`config.mk`:
```
export PLATFORM = sky130hd
export DESIGN_NAME = bin2bcd_iter
export DESIGN_NICKNAME = d
export VERILOG_FILES = /design/src/rtl/bin2bcd_pkg.sv /design/src/rtl/rd_double_stage.sv /design/src/rtl/rd_group_step.sv /design/src/rtl/b2d_seq.sv /design/src/rtl/bin2bcd_iter.sv
export SDC_FILE = /design/constraint.sdc
export NUM_CORES = 1
export LEC_CHECK = 0
export BUFFER_PORTS_ARGS = -buffer_cell sky130_fd_sc_hd__buf_4
export CORE_ASPECT_RATIO = 1.4
export CORE_MARGIN = 2
export CORE_UTILIZATION = 45
export CTS_BUF_LIST = sky130_fd_sc_hd__clkbuf_8 sky130_fd_sc_hd__clkbuf_16
export CTS_CLUSTER_SIZE = 30
export DETAILED_ROUTE_END_ITERATION = 8
export PLACE_DENSITY = 0.65
export SLEW_MARGIN = 30
export SYNTH_ARGS = -nofsm -noshare
export SYNTH_HDL_FRONTEND = slang
export SYNTH_SLANG_ARGS = --single-unit
export TNS_END_PERCENT = 10
```
`constraint.sdc`:
```
create_clock -name clk -period 4.3 [get_ports clk]
set_clock_uncertainty 0.15 [all_clocks]
set_input_delay 0.215 -clock clk [delete_from_list [all_inputs] [get_ports clk]]
set_output_delay 0.215 -clock clk [all_outputs]
set_load 0.05 [all_outputs]
```
`src/rtl/bin2bcd_pkg.sv`:
```
package bin2bcd_pkg;

  // Six-wire digit: bit5=w8, bit4=w6, bit3=w4, bit2=w2, bit1=w0, bit0=w1
  typedef logic [5:0] rdig_t;

  localparam rdig_t RD_ZERO = 6'b000010;

  // Number of decimal digits needed for an unsigned value of w bits
  function automatic int calc_digits(input int w);
    return (w * 30103) / 100000 + 1;
  endfunction

  // Double a digit; cin becomes the weight-1 wire of the result
  function automatic rdig_t rd_double(input rdig_t x, input logic cin);
    rdig_t y;
    y[5] = (x[5] & x[0]) | (x[3] & ~x[0]);
    y[4] = (x[2] & x[0]) | (x[5] & ~x[0]);
    y[3] = (x[4] & x[0]) | (x[2] & ~x[0]);
    y[2] = (x[1] & x[0]) | (x[4] & ~x[0]);
    y[1] = (x[3] & x[0]) | (x[1] & ~x[0]);
    y[0] = cin;
    return y;
  endfunction

  // Carry produced when a digit is doubled (value >= 5)
  function automatic logic rd_carry(input rdig_t x);
    return x[5] | x[4] | (x[3] & x[0]);
  endfunction

  // Six-wire digit to 8421 BCD
  function automatic logic [3:0] rd_to_bcd(input rdig_t x);
    return {x[5], x[3] | x[4], x[2] | x[4], x[0]};
  endfunction

  // Legal code: exactly one even-weight wire set
  function automatic logic rd_valid(input rdig_t x);
    int n;
    n = 0;
    for (int i = 1; i < 6; i++) n += int'(x[i]);
    return n == 1;
  endfunction

endpackage

```
`src/rtl/rd_double_stage.sv`:
```
module rd_double_stage
  import bin2bcd_pkg::*;
#(
  parameter int DIGITS = 20,
  localparam int ACC_W = 6 * DIGITS
) (
  input  logic [ACC_W-1:0] acc_i,
  input  logic             bit_i,
  output logic [ACC_W-1:0] acc_o,
  output logic             carry_o
);

  logic [DIGITS:0] cin;
  assign cin[0] = bit_i;

  for (genvar d = 0; d < DIGITS; d++) begin : g_dig
    rdig_t x;
    assign x              = acc_i[6*d +: 6];
    assign acc_o[6*d +: 6] = rd_double(x, cin[d]);
    assign cin[d+1]       = rd_carry(x);
  end

  assign carry_o = cin[DIGITS];

endmodule

```
`src/rtl/rd_group_step.sv`:
```
module rd_group_step
  import bin2bcd_pkg::*;
#(
  parameter int DIGITS = 20,
  parameter int STEPS  = 4,
  localparam int ACC_W = 6 * DIGITS
) (
  input  logic [ACC_W-1:0] acc_i,
  input  logic [STEPS-1:0] bits_i,
  output logic [ACC_W-1:0] acc_o,
  output logic             ovf_o
);

  logic [ACC_W-1:0] chain [STEPS+1];
  logic [STEPS-1:0] carries;

  assign chain[0] = acc_i;

  // Most significant bit of the group is absorbed first
  for (genvar s = 0; s < STEPS; s++) begin : g_step
    rd_double_stage #(.DIGITS(DIGITS)) u_stage (
      .acc_i  (chain[s]),
      .bit_i  (bits_i[STEPS-1-s]),
      .acc_o  (chain[s+1]),
      .carry_o(carries[s])
    );
  end

  assign acc_o = chain[STEPS];
  assign ovf_o = |carries;

endmodule

```
`src/rtl/b2d_seq.sv`:
```
module b2d_seq #(
  parameter int GROUPS = 16,
  localparam int CNT_W = $clog2(GROUPS + 1)
) (
  input  logic clk,
  input  logic rst_n,
  input  logic start,
  output logic load,
  output logic step,
  output logic busy,
  output logic done
);

  logic [CNT_W-1:0] left_q;
  logic             busy_q;
  logic             done_q;
  logic             last_grp;

  assign load     = start & ~busy_q;
  assign step     = busy_q;
  assign last_grp = busy_q && (left_q == CNT_W'(1));

  always_ff @(posedge clk or negedge rst_n) begin
    if (!rst_n) begin
      left_q <= '0;
      busy_q <= 1'b0;
      done_q <= 1'b0;
    end else begin
      done_q <= last_grp;
      if (load) begin
        left_q <= CNT_W'(GROUPS);
        busy_q <= 1'b1;
      end else if (busy_q) begin
        left_q <= left_q - CNT_W'(1);
        if (last_grp) busy_q <= 1'b0;
      end
    end
  end

  assign busy = busy_q;
  assign done = done_q;

endmodule

```
`src/rtl/bin2bcd_iter.sv`:
```
module bin2bcd_iter
  import bin2bcd_pkg::*;
#(
  parameter int BIN_W = 64,
  localparam int GRP_BITS = 4,
  localparam int GROUPS   = BIN_W / GRP_BITS,
  localparam int DIGITS   = calc_digits(BIN_W),
  localparam int ACC_W    = 6 * DIGITS
) (
  input  logic                  clk,
  input  logic                  rst_n,
  input  logic                  start,
  input  logic [BIN_W-1:0]      bin_in,
  output logic                  busy,
  output logic                  done,
  output logic [4*DIGITS-1:0]   bcd_out
);

  logic [BIN_W-1:0]    opnd_q;
  logic [ACC_W-1:0]    acc_q;
  logic [ACC_W-1:0]    acc_nxt;
  logic [GRP_BITS-1:0] grp_bits;
  logic                load;
  logic                step;
  logic                step_ovf;

  b2d_seq #(.GROUPS(GROUPS)) u_seq (
    .clk  (clk),
    .rst_n(rst_n),
    .start(start),
    .load (load),
    .step (step),
    .busy (busy),
    .done (done)
  );

  assign grp_bits = opnd_q[BIN_W-1 -: GRP_BITS];

  rd_group_step #(.DIGITS(DIGITS), .STEPS(GRP_BITS)) u_step (
    .acc_i (acc_q),
    .bits_i(grp_bits),
    .acc_o (acc_nxt),
    .ovf_o (step_ovf)
  );

  always_ff @(posedge clk or negedge rst_n) begin
    if (!rst_n) begin
      opnd_q <= '0;
      acc_q  <= {DIGITS{RD_ZERO}};
    end else if (load) begin
      opnd_q <= bin_in;
      acc_q  <= {DIGITS{RD_ZERO}};
    end else if (step) begin
      opnd_q <= opnd_q << GRP_BITS;
      acc_q  <= acc_nxt;
    end
  end

  for (genvar d = 0; d < DIGITS; d++) begin : g_out
    assign bcd_out[4*d +: 4] = rd_to_bcd(acc_q[6*d +: 6]);
  end

endmodule

```
==> results.md <==
Detailed routing:
- Summed over all nets, wire length on met3 after detailed routing comes to 1140 um.
- Using the TritonRoute via totals, the vias-per-cell ratio works out to 6.04.
- The highest signal layer in the routed design is met4.
- The total vias in the final route is 10100.
- The routed metal-1 wire length is 13600 um.
- Before antenna repair, the detailed router went through 5 iterations.
- The initial DRC count is 519.
- In the routed design, unresolved DRC markers number 0.
- In the detailed route, the total length drawn on met2 is 16900 um.
- The routed length per instance is 19.3 um.
- The count of nets left with antenna violations once routing finished came out at 0.
- The post-detailed-routing wire length is 32300 um.

Global routing:
- The pin count of the biggest net entering global routing is 117.
- The number of global-route vias before repair came to 10477.
- The first-pass GRT wire length is 53800 um.
- The aggregate global routing overflow is 0.
- The global-route total usage across every layer is 0.203.
- The number of antenna violations at the first check in global routing is 0.

Yosys:
- Yosys mapped a number of flops with a built-in enable equal to 0.
- The summed instance area of the synthesized netlist is 13900 um^2.
- Of the total synthesized cell area, the portion taken by AND, OR, NAND and NOR gates is 0.0508.
- The parity-gate share of the synthesized area counting xor and xnor cells is 0.000628.
- The post-synthesis register bit count is 191.
- The area fraction in compound gates after synthesis is 0.185.
- Among all flip-flop cells after synthesis, the most frequent one is dfrtp_1.
- Of the post-synthesis cell area, the part taken by muxes is 0.358.
- When the netlist entered floorplanning its net count stood at 1229.
- The cell count after synthesis is 1160.
- The number of unique standard cell types used by synthesis is 45.
- For this run, asynchronously set or reset flops after synthesis account for 1.00.
- The adder and majority gate portion of the synthesized area is 0.00179.
- For this run, the register share of the synthesized area comes to 0.345.
- After synthesis, the largest family of logic cells by area is multiplexers.
- For this run, the number of Yosys warnings is 0.
- After synthesis, the mean cell area works out to 12.0 um^2.

Timing:
- Setup violations remaining at the end of the flow were counted as 0.
- Summed over all failing endpoints, the final setup total negative slack is 0 ns.
- Measured against its own limit, the worst slew margin works out to 0.509.
- The post-route minimum period is 2.88 ns.
- Derived from the worst setup path, the maximum achievable clock frequency is 0.348 GHz.
- The count of endpoints failing hold in the final timing report came to 0.
- The final worst-path cycle share is 0.669.
- Setup repair after global routing left no endpoint under its margin.
- At the pin with the least slew margin, the transition time is 0.737 ns.
- The final-report max-slew violation count is 0.

Worst hold path:
- The worst hold path belongs to the class input port to asynchronous set/reset pin.

Layout:
- Leaving out fill and tap cells, the most frequent cells in the layout are 253 x mux2i_1, 170 x dfrtp_1, 153 x buf_4.
- The area growth from synthesis to layout is 15.9%.
- The library cell used most frequently in the layout, excluding fill and tap cells, is mux2i_1.
- The fraction of layout cells with a size suffix above 1 is 0.316.
- The final net count is 1339.
- 0 antenna diodes ended up in the layout.

Worst setup path:
- The number of cells on the worst reg-to-reg path is 5.
- For the worst setup path, the data arrival time is 3.09 ns.
- By startpoint and endpoint, the worst setup path is classified as flop to flop.
- The category of the worst setup path launch point is a flop.
- The data required time at the worst endpoint is 4.52 ns.
- The worst-path maximum fanout is 10.
- The endpoint type of the worst setup path is a flop.

Clocking:
- The H-tree was split into 4 levels.
- The number of buffers inserted during clock tree synthesis is 17.
- The cell sitting at the root of the clock tree is a clkbuf_16.
- The clock tree from TritonCTS is done.
- The tree built by TritonCTS fans out to 191 sinks.
- The maximum count of clock buffers along a single path is 2.
- The clock latency on the worst-skew pair is 0.46 ns.
- The clock transition at the registers of the reported paths is 0.07 ns.

Outcome:
- The flow ran to the end, and the final reports show no timing, DRC or antenna violations.

Floorplanning:
- The floorplan step defined a die boundary enclosing 32400 um^2.
- From bottom edge to top edge, the die measures 212 um.
- After floorplanning, the core was divided into 76 placement rows.
- The starting density of the core is 0.455.
- The die is 153 um wide.
- Pin placement for this block handled 149 I/O pins.
- In this run the standard cell core region covers 30600 um^2.

Place:
- The port buffer count is 148.
- The wire-length estimate of the detail-placed layout is 21600 um.
- Routability-driven placement finished with a final weighted congestion of 0.866.

Job:
- The number of max-capacitance violations reported is 0.
[state kept, by name (all words and copies together), names as in the netlist]
register	count
u_seq.busy	1
acc_q	120
opnd_q	64
u_seq.left_q	5
u_seq.done	1
[logic make-up after synthesis]
| logic type | count (synthesis) |
|---|---|
| AOI/OAI and AO/OA | 293 |
| xor gates and xnor gates | 1 |
| adders and majority gates | 2 |
| buffers and inverters | 153 |
| DFF | 191 |
| muxes | 373 |
| and+or+nand+nor | 147 |
[stage by stage]
stage	hold slack (ns)	cell area [um^2]	setup slack, ns	cells	utilization
after global placement	0.277	14900	1.49	1576	0.487
after detailed placement	0.103	14900	1.42	1576	0.487
after CTS	0.172	16200	1.41	1673	0.528
final	0.138	16200	1.42	1673	0.528
after global routing	0.200	16200	1.27	1673	0.528
after floorplan	-0.231	13900	1.68	1160	-
[what timing repair did]
| item | CTS | global route |
|---|---|---|
| resized for setup | 0 | 0 |
| hold buffers | 65 | 0 |
| hold endpoints to repair | 173 | 0 |
| setup buffers | 0 | 0 |
[layout make-up]
class,count,area (um^2)
multi-input combinational,816,8330
inverter,23,88.8
clock inverter,14,141
tap,390,488
clock buffer,18,439
timing repair buffer,221,1860
sequential,191,4810
fill,2678,14500
[layer usage]
metal,track usage,vias up
li1,-,4645
met1,0.252,5199
met2,0.360,210
met3,0.0344,46
met4,0.0702,0
met5,0,-
[cells in the mapped netlist (17+ instances only)]
library cell    n  share of area
inv_1          23         0.0062
clkbuf_1       49          0.013
a211oi_4       34          0.049
o22a_1         18          0.011
mux2i_1       253           0.18
o211ai_1       19          0.010
buf_4          56          0.030
or2_2          43          0.019
dfstp_2        20          0.038
a21oi_1        27         0.0097
nand2_1        75          0.020
dfrtp_1       171           0.31
o211ai_2       17          0.015
o21ai_0        69          0.025
mux4_2         94           0.15
a22o_1         73          0.046
[path summary, 6_finish.rpt]
kind                            start    endpoint  slack, ns
max                         acc_q[60]   acc_q[77]       1.42
min                             rst_n   acc_q[44]       0.14
max reg2reg                 acc_q[60]   acc_q[77]       1.42
min reg2reg                opnd_q[49]  opnd_q[53]       0.33
max in group asynchronous       rst_n   acc_q[97]       3.00
min in group clk                start   opnd_q[0]       0.19
[worst max-delay path, cell delays in order (launching register included)]
cell and delay (ns):
dfrtp_1 0.53, a211oi_4 0.47, mux4_1 0.71, a211oi_4 0.41, mux2_1 0.37, o22ai_1 0.14
Power is not shown: default switching activity piles up to over one toggle a cycle in this logic, so the estimate is an artifact.
